**src/rtl/cfgpio_pkg.sv**
```systemverilog
// Shared encodings for the configuration request PIO engine.
// Assumes a 3-bit host register index and 32-bit host data.
package cfgpio_pkg;
    typedef enum logic [2:0] {
        R_CTRL   = 3'd0,
        R_TARGET = 3'd1,
        R_WDATA  = 3'd2,
        R_STRB   = 3'd3,
        R_START  = 3'd4,
        R_ISR    = 3'd5,
        R_STATUS = 3'd6,
        R_RDATA  = 3'd7
    } reg_idx_e;

    localparam logic [2:0] CPL_OK  = 3'd0;
    localparam logic [2:0] CPL_UR  = 3'd1;
    localparam logic [2:0] CPL_CRS = 3'd2;
    localparam logic [2:0] CPL_CA  = 3'd4;

    localparam logic [31:0] CRS_FAKE = 32'hFFFF_0001;

    typedef enum logic [1:0] {
        SZ_BYTE = 2'd0,
        SZ_HALF = 2'd1,
        SZ_WORD = 2'd2,
        SZ_WIDE = 2'd3
    } acc_size_e;

    // Status word bit positions
    localparam int ST_CODE_LO = 7;
    localparam int ST_NP_BIT  = 10;
    localparam int ST_ERR_BIT = 11;
    localparam int ST_FAIL_BIT = 12;

    // Control register field positions
    localparam int CT_WR_BIT    = 4;
    localparam int CT_SIZE_LO   = 5;
    localparam int CT_ALLOW_BIT = 7;
    localparam int CT_ROOT_LO   = 8;
endpackage

```
**src/rtl/cfgpio_req_build.sv**
```systemverilog
// Request builder: derives request code, link address, byte strobe and the
// local-refusal decision from the programmed target and control fields.
// Purely combinational; assumes STRB_W is a power of two.
module cfgpio_req_build #(
    parameter int BUS_W  = 8,
    parameter int DEV_W  = 5,
    parameter int FN_W   = 3,
    parameter int OFF_W  = 12,
    parameter int DATA_W = 32,
    parameter int STRB_W = 4
) (
    input  logic [DATA_W-1:0] target,
    input  logic [BUS_W-1:0]  root_bus,
    input  logic              is_wr,
    input  logic [1:0]        size,
    output logic [3:0]        kind,
    output logic [DATA_W-1:0] link_addr,
    output logic [STRB_W-1:0] strb,
    output logic              refuse,
    output logic [DATA_W-1:0] size_ones
);
    import cfgpio_pkg::*;

    localparam int FN_LO  = OFF_W;
    localparam int DEV_LO = FN_LO + FN_W;
    localparam int BUS_LO = DEV_LO + DEV_W;
    localparam int BUS_HI = BUS_LO + BUS_W - 1;
    localparam int LANE_W = $clog2(STRB_W);

    logic [BUS_W-1:0]    f_bus;
    logic [DEV_W-1:0]    f_dev;
    logic [STRB_W-1:0]   base_mask;
    logic [2*STRB_W-1:0] shifted;
    logic                type1;

    // Field extraction and type selection
    always_comb begin
        f_bus  = target[BUS_HI:BUS_LO];
        f_dev  = target[DEV_LO+DEV_W-1:DEV_LO];
        type1  = (f_bus != root_bus);
        refuse = !type1 && (f_dev != '0);
        kind   = {2'b10, is_wr, type1};
    end

    // Link address: routing fields kept, offset dword-aligned, rest zero
    always_comb begin
        link_addr = '0;
        link_addr[BUS_HI:FN_LO] = target[BUS_HI:FN_LO];
        link_addr[OFF_W-1:LANE_W] = target[OFF_W-1:LANE_W];
    end

    // Byte strobe from size, shifted by the lane offset
    always_comb begin
        case (acc_size_e'(size))
            SZ_BYTE: base_mask = STRB_W'(1);
            SZ_HALF: base_mask = STRB_W'(3);
            default: base_mask = '1;
        endcase
        shifted = {{STRB_W{1'b0}}, base_mask} << target[LANE_W-1:0];
        strb    = shifted[STRB_W-1:0];
    end

    // All-ones value of the access width, returned by a refused read
    always_comb begin
        case (acc_size_e'(size))
            SZ_BYTE: size_ones = DATA_W'(8'hFF);
            SZ_HALF: size_ones = DATA_W'(16'hFFFF);
            default: size_ones = '1;
        endcase
    end
endmodule

```
**src/rtl/cfgpio_cpl_eval.sv**
```systemverilog
// Completion evaluator: classifies a completion as success or failure,
// selects the value to store as read data and packs the status word.
// Combinational; assumes direction and CRS policy are those of the transfer.
module cfgpio_cpl_eval #(
    parameter int DATA_W = 32
) (
    input  logic [2:0]        cpl_status,
    input  logic              cpl_err,
    input  logic [DATA_W-1:0] cpl_data,
    input  logic              is_wr,
    input  logic              allow_crs,
    output logic              success,
    output logic [DATA_W-1:0] rd_value,
    output logic [DATA_W-1:0] stat_word
);
    import cfgpio_pkg::*;

    logic crs_ok;

    // Outcome classification
    always_comb begin
        crs_ok  = (cpl_status == CPL_CRS) && allow_crs && !is_wr;
        success = ((cpl_status == CPL_OK) && !cpl_err) || crs_ok;
    end

    // Value destined for the read-data register
    always_comb begin
        if (!success)
            rd_value = '1;
        else if (crs_ok)
            rd_value = DATA_W'(CRS_FAKE);
        else
            rd_value = cpl_data;
    end

    // Status word packing
    always_comb begin
        stat_word = '0;
        stat_word[ST_CODE_LO+2:ST_CODE_LO] = cpl_status;
        stat_word[ST_NP_BIT]   = 1'b1;
        stat_word[ST_ERR_BIT]  = cpl_err;
        stat_word[ST_FAIL_BIT] = !success;
    end
endmodule

```
**src/rtl/cfgpio_seq.sv**
```systemverilog
// Transfer sequencer: tracks the outstanding transfer, issues the single
// request pulse, and keeps the sticky done and busy-error flags.
// Assumes at most one completion per request, only while busy.
module cfgpio_seq (
    input  logic clk,
    input  logic rst_n,
    input  logic start_req,
    input  logic refuse,
    input  logic cpl_valid,
    input  logic clr_done,
    input  logic clr_berr,
    output logic accept,
    output logic finish,
    output logic busy_q,
    output logic done_q,
    output logic berr_q,
    output logic req_q
);
    // Start acceptance and completion acceptance
    always_comb begin
        accept = start_req && !busy_q;
        finish = busy_q && cpl_valid;
    end

    // Outstanding-transfer flag and request pulse
    always_ff @(posedge clk) begin
        if (!rst_n) begin
            busy_q <= 1'b0;
            req_q  <= 1'b0;
        end else begin
            req_q <= accept && !refuse;
            if (accept && !refuse)
                busy_q <= 1'b1;
            else if (finish)
                busy_q <= 1'b0;
        end
    end

    // Sticky done flag: setting wins over clearing
    always_ff @(posedge clk) begin
        if (!rst_n)
            done_q <= 1'b0;
        else if (finish || (accept && refuse))
            done_q <= 1'b1;
        else if (clr_done)
            done_q <= 1'b0;
    end

    // Sticky busy-error flag for starts written while busy
    always_ff @(posedge clk) begin
        if (!rst_n)
            berr_q <= 1'b0;
        else if (start_req && busy_q)
            berr_q <= 1'b1;
        else if (clr_berr)
            berr_q <= 1'b0;
    end
endmodule

```
**src/rtl/cfg_pio_engine.sv**
```systemverilog
// Configuration request PIO engine top: host register bank, latching of
// request fields at start, and capture of completion results.
// Assumes host writes take effect on the clock edge where hst_wr_en is high
// and that reads are combinational on hst_addr.
module cfg_pio_engine #(
    parameter int BUS_W  = 8,
    parameter int DEV_W  = 5,
    parameter int FN_W   = 3,
    parameter int OFF_W  = 12,
    parameter int DATA_W = 32,
    parameter int STRB_W = 4
) (
    input  logic              clk,
    input  logic              rst_n,
    input  logic              hst_wr_en,
    input  logic [2:0]        hst_addr,
    input  logic [DATA_W-1:0] hst_wdata,
    output logic [DATA_W-1:0] hst_rdata,
    output logic              req_valid,
    output logic [3:0]        req_kind,
    output logic [DATA_W-1:0] req_addr,
    output logic [DATA_W-1:0] req_wdata,
    output logic [STRB_W-1:0] req_strb,
    input  logic              cpl_valid,
    input  logic [2:0]        cpl_status,
    input  logic              cpl_err,
    input  logic [DATA_W-1:0] cpl_data
);
    import cfgpio_pkg::*;

    localparam int ROOT_HI = CT_ROOT_LO + BUS_W - 1;

    // Control fields
    logic             ctl_wr, ctl_allow;
    logic [1:0]       ctl_size;
    logic [BUS_W-1:0] ctl_root;
    logic [3:0]       ctl_kind;
    logic [DATA_W-1:0] target_q, wdata_q, status_q, rdata_q;
    logic [STRB_W-1:0] strb_q;
    logic             xfer_wr, xfer_allow;

    // Host decode
    logic wr_ctrl, wr_target, wr_wdata, wr_isr;
    logic start_req, clr_done, clr_berr;

    // Builder / evaluator / sequencer nets
    logic [3:0]        b_kind;
    logic [DATA_W-1:0] b_addr, b_ones;
    logic [STRB_W-1:0] b_strb;
    logic              reject;
    logic              e_success;
    logic [DATA_W-1:0] e_rd, e_stat;
    logic              accept, finish, busy_q, done_q, berr_q;

    // Host write decode
    always_comb begin
        wr_ctrl   = hst_wr_en && (hst_addr == R_CTRL);
        wr_target = hst_wr_en && (hst_addr == R_TARGET);
        wr_wdata  = hst_wr_en && (hst_addr == R_WDATA);
        wr_isr    = hst_wr_en && (hst_addr == R_ISR);
        start_req = hst_wr_en && (hst_addr == R_START) && hst_wdata[0];
        clr_done  = wr_isr && hst_wdata[0];
        clr_berr  = wr_isr && hst_wdata[1];
    end

    cfgpio_req_build #(
        .BUS_W(BUS_W), .DEV_W(DEV_W), .FN_W(FN_W), .OFF_W(OFF_W),
        .DATA_W(DATA_W), .STRB_W(STRB_W)
    ) u_build (
        .target   (target_q),
        .root_bus (ctl_root),
        .is_wr    (ctl_wr),
        .size     (ctl_size),
        .kind     (b_kind),
        .link_addr(b_addr),
        .strb     (b_strb),
        .refuse   (reject),
        .size_ones(b_ones)
    );

    cfgpio_cpl_eval #(.DATA_W(DATA_W)) u_eval (
        .cpl_status(cpl_status),
        .cpl_err   (cpl_err),
        .cpl_data  (cpl_data),
        .is_wr     (xfer_wr),
        .allow_crs (xfer_allow),
        .success   (e_success),
        .rd_value  (e_rd),
        .stat_word (e_stat)
    );

    cfgpio_seq u_seq (
        .clk      (clk),
        .rst_n    (rst_n),
        .start_req(start_req),
        .refuse   (reject),
        .cpl_valid(cpl_valid),
        .clr_done (clr_done),
        .clr_berr (clr_berr),
        .accept   (accept),
        .finish   (finish),
        .busy_q   (busy_q),
        .done_q   (done_q),
        .berr_q   (berr_q),
        .req_q    (req_valid)
    );

    // Software-written registers
    always_ff @(posedge clk) begin
        if (!rst_n) begin
            ctl_wr    <= 1'b0;
            ctl_allow <= 1'b0;
            ctl_size  <= 2'd0;
            ctl_root  <= '0;
            target_q  <= '0;
            wdata_q   <= '0;
        end else begin
            if (wr_ctrl) begin
                ctl_wr    <= hst_wdata[CT_WR_BIT];
                ctl_size  <= hst_wdata[CT_SIZE_LO+1:CT_SIZE_LO];
                ctl_allow <= hst_wdata[CT_ALLOW_BIT];
                ctl_root  <= hst_wdata[ROOT_HI:CT_ROOT_LO];
            end
            if (wr_target) target_q <= hst_wdata;
            if (wr_wdata)  wdata_q  <= hst_wdata;
        end
    end

    // Per-transfer snapshot taken when a start is accepted
    always_ff @(posedge clk) begin
        if (!rst_n) begin
            ctl_kind   <= 4'd0;
            strb_q     <= '0;
            req_kind   <= 4'd0;
            req_addr   <= '0;
            req_wdata  <= '0;
            req_strb   <= '0;
            xfer_wr    <= 1'b0;
            xfer_allow <= 1'b0;
        end else if (accept) begin
            ctl_kind   <= b_kind;
            strb_q     <= b_strb;
            req_kind   <= b_kind;
            req_addr   <= b_addr;
            req_wdata  <= wdata_q;
            req_strb   <= b_strb;
            xfer_wr    <= ctl_wr;
            xfer_allow <= ctl_allow;
        end
    end

    // Result capture on completion or local refusal
    always_ff @(posedge clk) begin
        if (!rst_n) begin
            status_q <= '0;
            rdata_q  <= '0;
        end else if (finish) begin
            status_q <= e_stat;
            if (!xfer_wr) rdata_q <= e_rd;
        end else if (accept && reject) begin
            status_q <= '0;
            if (!ctl_wr) rdata_q <= b_ones;
        end
    end

    // Host read multiplexer
    always_comb begin
        hst_rdata = '0;
        case (reg_idx_e'(hst_addr))
            R_CTRL: begin
                hst_rdata[3:0]                 = ctl_kind;
                hst_rdata[CT_WR_BIT]           = ctl_wr;
                hst_rdata[CT_SIZE_LO+1:CT_SIZE_LO] = ctl_size;
                hst_rdata[CT_ALLOW_BIT]        = ctl_allow;
                hst_rdata[ROOT_HI:CT_ROOT_LO]  = ctl_root;
            end
            R_TARGET: hst_rdata = target_q;
            R_WDATA:  hst_rdata = wdata_q;
            R_STRB:   hst_rdata[STRB_W-1:0] = strb_q;
            R_START:  hst_rdata[0] = busy_q;
            R_ISR:    hst_rdata[1:0] = {berr_q, done_q};
            R_STATUS: hst_rdata = status_q;
            R_RDATA:  hst_rdata = rdata_q;
            default:  hst_rdata = '0;
        endcase
    end
endmodule

```
**config.mk**
```make
export PLATFORM = sky130hd
export DESIGN_NAME = cfg_pio_engine
export DESIGN_NICKNAME = d
export VERILOG_FILES = /design/src/rtl/cfgpio_pkg.sv /design/src/rtl/cfgpio_req_build.sv /design/src/rtl/cfgpio_cpl_eval.sv /design/src/rtl/cfgpio_seq.sv /design/src/rtl/cfg_pio_engine.sv
export SDC_FILE = /design/constraint.sdc
export NUM_CORES = 1
export LEC_CHECK = 0
export BUFFER_PORTS_ARGS = -buffer_cell sky130_fd_sc_hd__buf_4
export CAP_MARGIN = 40
export CORE_MARGIN = 2
export CORE_UTILIZATION = 50
export CTS_CLUSTER_SIZE = 16
export DETAILED_ROUTE_END_ITERATION = 10
export GPL_TIMING_DRIVEN = 0
export PLACE_DENSITY = 0.82
export SYNTH_ARGS = -nofsm -noshare
export SYNTH_HDL_FRONTEND = slang
export SYNTH_SLANG_ARGS = --single-unit
export TNS_END_PERCENT = 5
```
**constraint.sdc**
```tcl
create_clock -name clk -period 4.4 [get_ports clk]
set_clock_uncertainty 0.15 [all_clocks]
set_input_delay 0.44 -clock clk [delete_from_list [all_inputs] [get_ports clk]]
set_output_delay 0.44 -clock clk [all_outputs]
set_load 0.02 [all_outputs]
```
==> summary.txt <==
Power and ir drop
  – Sequential power share: approximately half
  – Switching pwr: 859 uW
  – Sw Share: 24.5%
  – Internal Pwr Total: between 2 and 3 mW
  – Clock power frac: 44.3%
  – Maximum VDD drop: 323 uV
  – Leakage: roughly 3.8 nW
  – Power per Cell Area: 356 nW/um2
  – Logic pwr share: 7.2%
  – Pwr Total: 3.51 mW

CTS
  – Clk Latency, worst-skew pair: 0.45 ns
  – CTS root buf: clkbuf_16
  – Post-cts resize count: 0
  – Post-CTS Setup Inserts: 0
  – TritonCTS clock tree: yes
  – Clk sinks: 184
  – Clock Pin Slew Worst Setup and Hold Paths: 0.07 ns
  – CTS Buf Count: 17
  – CTS Buffer Depth: 2
  – Maximum level of the CTS H-tree: 4
  – Post-cts hold buffer count: 0

Min path
  – Type of the tightest min-delay check: in -> reg

Route
  – Vias per inst: around 5.7
  – Drt drc: 0
  – First-pass iteration count of the detailed router: 7
  – ANT nets after route: 0
  – Iter 0 DRT Violations: about 1100
  – DR WL/cell: 18.7 um
  – Detailed-route wire length: between 20000 and 30000 um
  – Routed vias: 7870

Synthesis
  – Largest family of logic cells by synthesized area: simple AND/OR/NAND/NOR gates
  – EDFF count, synth: 0
  – Simple-gate area share of the yosys netlist: a little over 20%
  – Count of unique library cells instantiated by Yosys: 48
  – Netlist Area Pre-Place: just under 8000 um2
  – Syn Area/Cell: approximately 8 um2
  – Post-synth top flop: dfxtp_1
  – Adder-cell area share of the yosys netlist: 0%
  – Seq cells post-synth: 184
  – Synth Area in Compound Gates: between 20% and 30%
  – Sequential area share after synthesis: a little under half
  – Mux share of post-synthesis cell area: roughly 5.0%
  – Post-Synthesis Cells: 983
  – Fraction of registers with async set/reset: 0%
  – Post-synthesis xor/xnor area fraction: 0.906%
  – Synth warnings: 0

Floorplanning
  – Width of the die: 128 um
  – # IOs: 180
  – Initial Utilization: 51.1%
  – Die height: 128 um
  – Core footprint: approximately 15000 um2
  – Die footprint: 16500 um2
  – # rows: between 40 and 50

Timing
  – Final slew viol count: 0
  – Final setup fails: 0
  – Tcrit/Tclk final: roughly three quarters
  – Worst Tran Pin Value: 0.654 ns
  – Max-slew headroom: ~56%
  – Final min period: 3.26 ns
  – Hold Fails Final Rpt: 0
  – Highest clock rate: roughly 300 MHz
  – Setup Total Neg Slack: 0 ns
  – RSZ-0062 raised after global routing: no
  – Worst hold margin: roughly 0.1 ns

Job
  – Max-cap viol count: 0

Layout
  – Synthesis-to-finish area growth: 27.5%
  – # nets final: 1253
  – Layout cells sized above 1: slightly below 20%
  – # diodes: 0
  – Fillers: between 1000 and 1500

GRT
  – GR Util All Layers: 31.2%
  – Largest net degree at the start of global routing: 17
  – Initial antenna violation count: 0
  – Vias in the first global route: 7469
  – First-pass GRT wire length: 39500 um
  – Grt ovf: 0

Setup path
  – Critical path class: in -> out
  – Crit. End Element: output pin
  – Worst-path fanout max: 10
  – CP required: 3.81 ns
  – CP Launch Type: input pin
  – Critical path arrival: 2.67 ns

Status
  – Status: completed

Placed design
  – DP HPWL: between 15000 and 20000 um
  – Port Buf Inserts: about 170
  – Gpl congestion: 0.956
[cells in the final DEF, fill, tap and decap left out, types with 3 or more instances in the layout]
cell type / instances
o221a_1: 3
o22ai_1: 3
mux2_2: 3
inv_1: 3
a22oi_1: 21
o21a_1: 8
nand3_1: 6
buf_2: 6
a21o_1: 7
clkbuf_16: 17
nand2b_1: 4
nor2_1: 27
conb_1: 7
nand2_1: 328
nor2b_1: 3
o211a_1: 8
buf_1: 6
xor2_1: 8
or4_1: 4
o221a_2: 5
o221ai_1: 4
mux2i_1: 35
o21ai_0: 45
nor3_1: 8
a21oi_1: 154
clkinvlp_4: 4
clkbuf_1: 63
buf_4: 180
dfxtp_1: 184
[stage by stage]
stage               cells  util (%)  cell area [um2]  worst slack (ns)
floorplan             989         -             7760              1.78
global placement     1346      61.1             9260              1.25
detailed placement   1347      61.2             9270              1.25
CTS                  1379      65.1             9860              1.22
global route         1379      65.1             9860              1.01
finish               1379      65.1             9860              1.14
[worst max-delay path: stages]
cell and delay (ns):
clkbuf_1 0.29, nor2b_1 0.22, clkbuf_1 0.46, buf_1 0.50
a22oi_1 0.31, o21ai_0 0.26, buf_4 0.18
[flip-flops by register name, indices dropped and copies added (netlist names), 3 cells and up]
name,flops
strb_q,4
status_q,6
ctl_root,8
target_q,32
req_kind,3
req_wdata,32
req_addr,26
wdata_q,32
rdata_q,32
[final cells by class]
class,count,area (um2),share of cell area [%]
well taps,188,235,2.38
clock buffers,20,457,4.63
repair buffers,170,1270,12.9
plain buffers,85,368,3.73
clock inverters,12,141,1.43
inverters,4,15.0,0.152
flip-flops and latches,184,3680,37.3
multi-input cells,716,3690,37.4
[worst paths after layout]
check,from,to,slack (ns),depth (start not counted)
max,hst_addr[1],hst_rdata[30],1.14,7
min,hst_wdata[28],target_q[28]$_SDFFE_PN0P_,0.1,3
max reg2reg,target_q[26]$_SDFFE_PN0P_,rdata_q[30]$_SDFFE_PN0P_,2.02,6
min reg2reg,req_wdata[19]$_SDFFE_PN0P_,req_wdata[19]$_SDFFE_PN0P_,0.31,2
[routing by layer]
layer | track usage, % | vias up | wire (um)
met3 | 8.15 | 66 | 2960
met1 | 41.7 | 3603 | 10400
met2 | 48.6 | 497 | 11600
met4 | 12.0 | 0 | 845
li1 | - | 3704 | -
met5 | 0 | - | 0
[power groups by stage]
stage          clock network (mW)  registers, mW  logic [mW]
3_3_place_gp                    0           1.74       0.241
3_5_place_dp                    0           1.74       0.244
6_report                     1.56           1.70       0.251
5_1_grt                      1.63           1.70       0.266
4_1_cts                      1.55           1.70       0.245
2_1_floorplan                   0           1.73       0.127
[synthesized netlist by cell type, drive strengths merged, types with 3 or more instances]
cell type | instances | area share [%]
o221a | 8 | 1.2
nand3 | 6 | 0.39
nor2b | 3 | 0.24
mux2 | 3 | 0.44
a22oi | 21 | 2.0
xor2 | 8 | 0.91
a21o | 7 | 0.68
o21ai | 45 | 2.9
nand2 | 328 | 16
a21oi | 154 | 10
or4 | 4 | 0.39
nor2 | 27 | 1.3
nand2b | 4 | 0.32
buf | 22 | 1.7
nor3 | 9 | 0.73
o221ai | 4 | 0.45
clkbuf | 63 | 3.1
o21a | 8 | 0.78
o22ai | 4 | 0.40
o211a | 8 | 1.0
inv | 3 | 0.15
dfxtp | 184 | 48
mux2i | 35 | 4.5
[logic make-up after synthesis]
kind of cell | count (synthesis)
compound gates | 271
simple gates | 392
flops | 184
other cells | 1
mux | 38
buf+inv | 89
xor+xnor | 8
(Power assumes the default switching activity.)
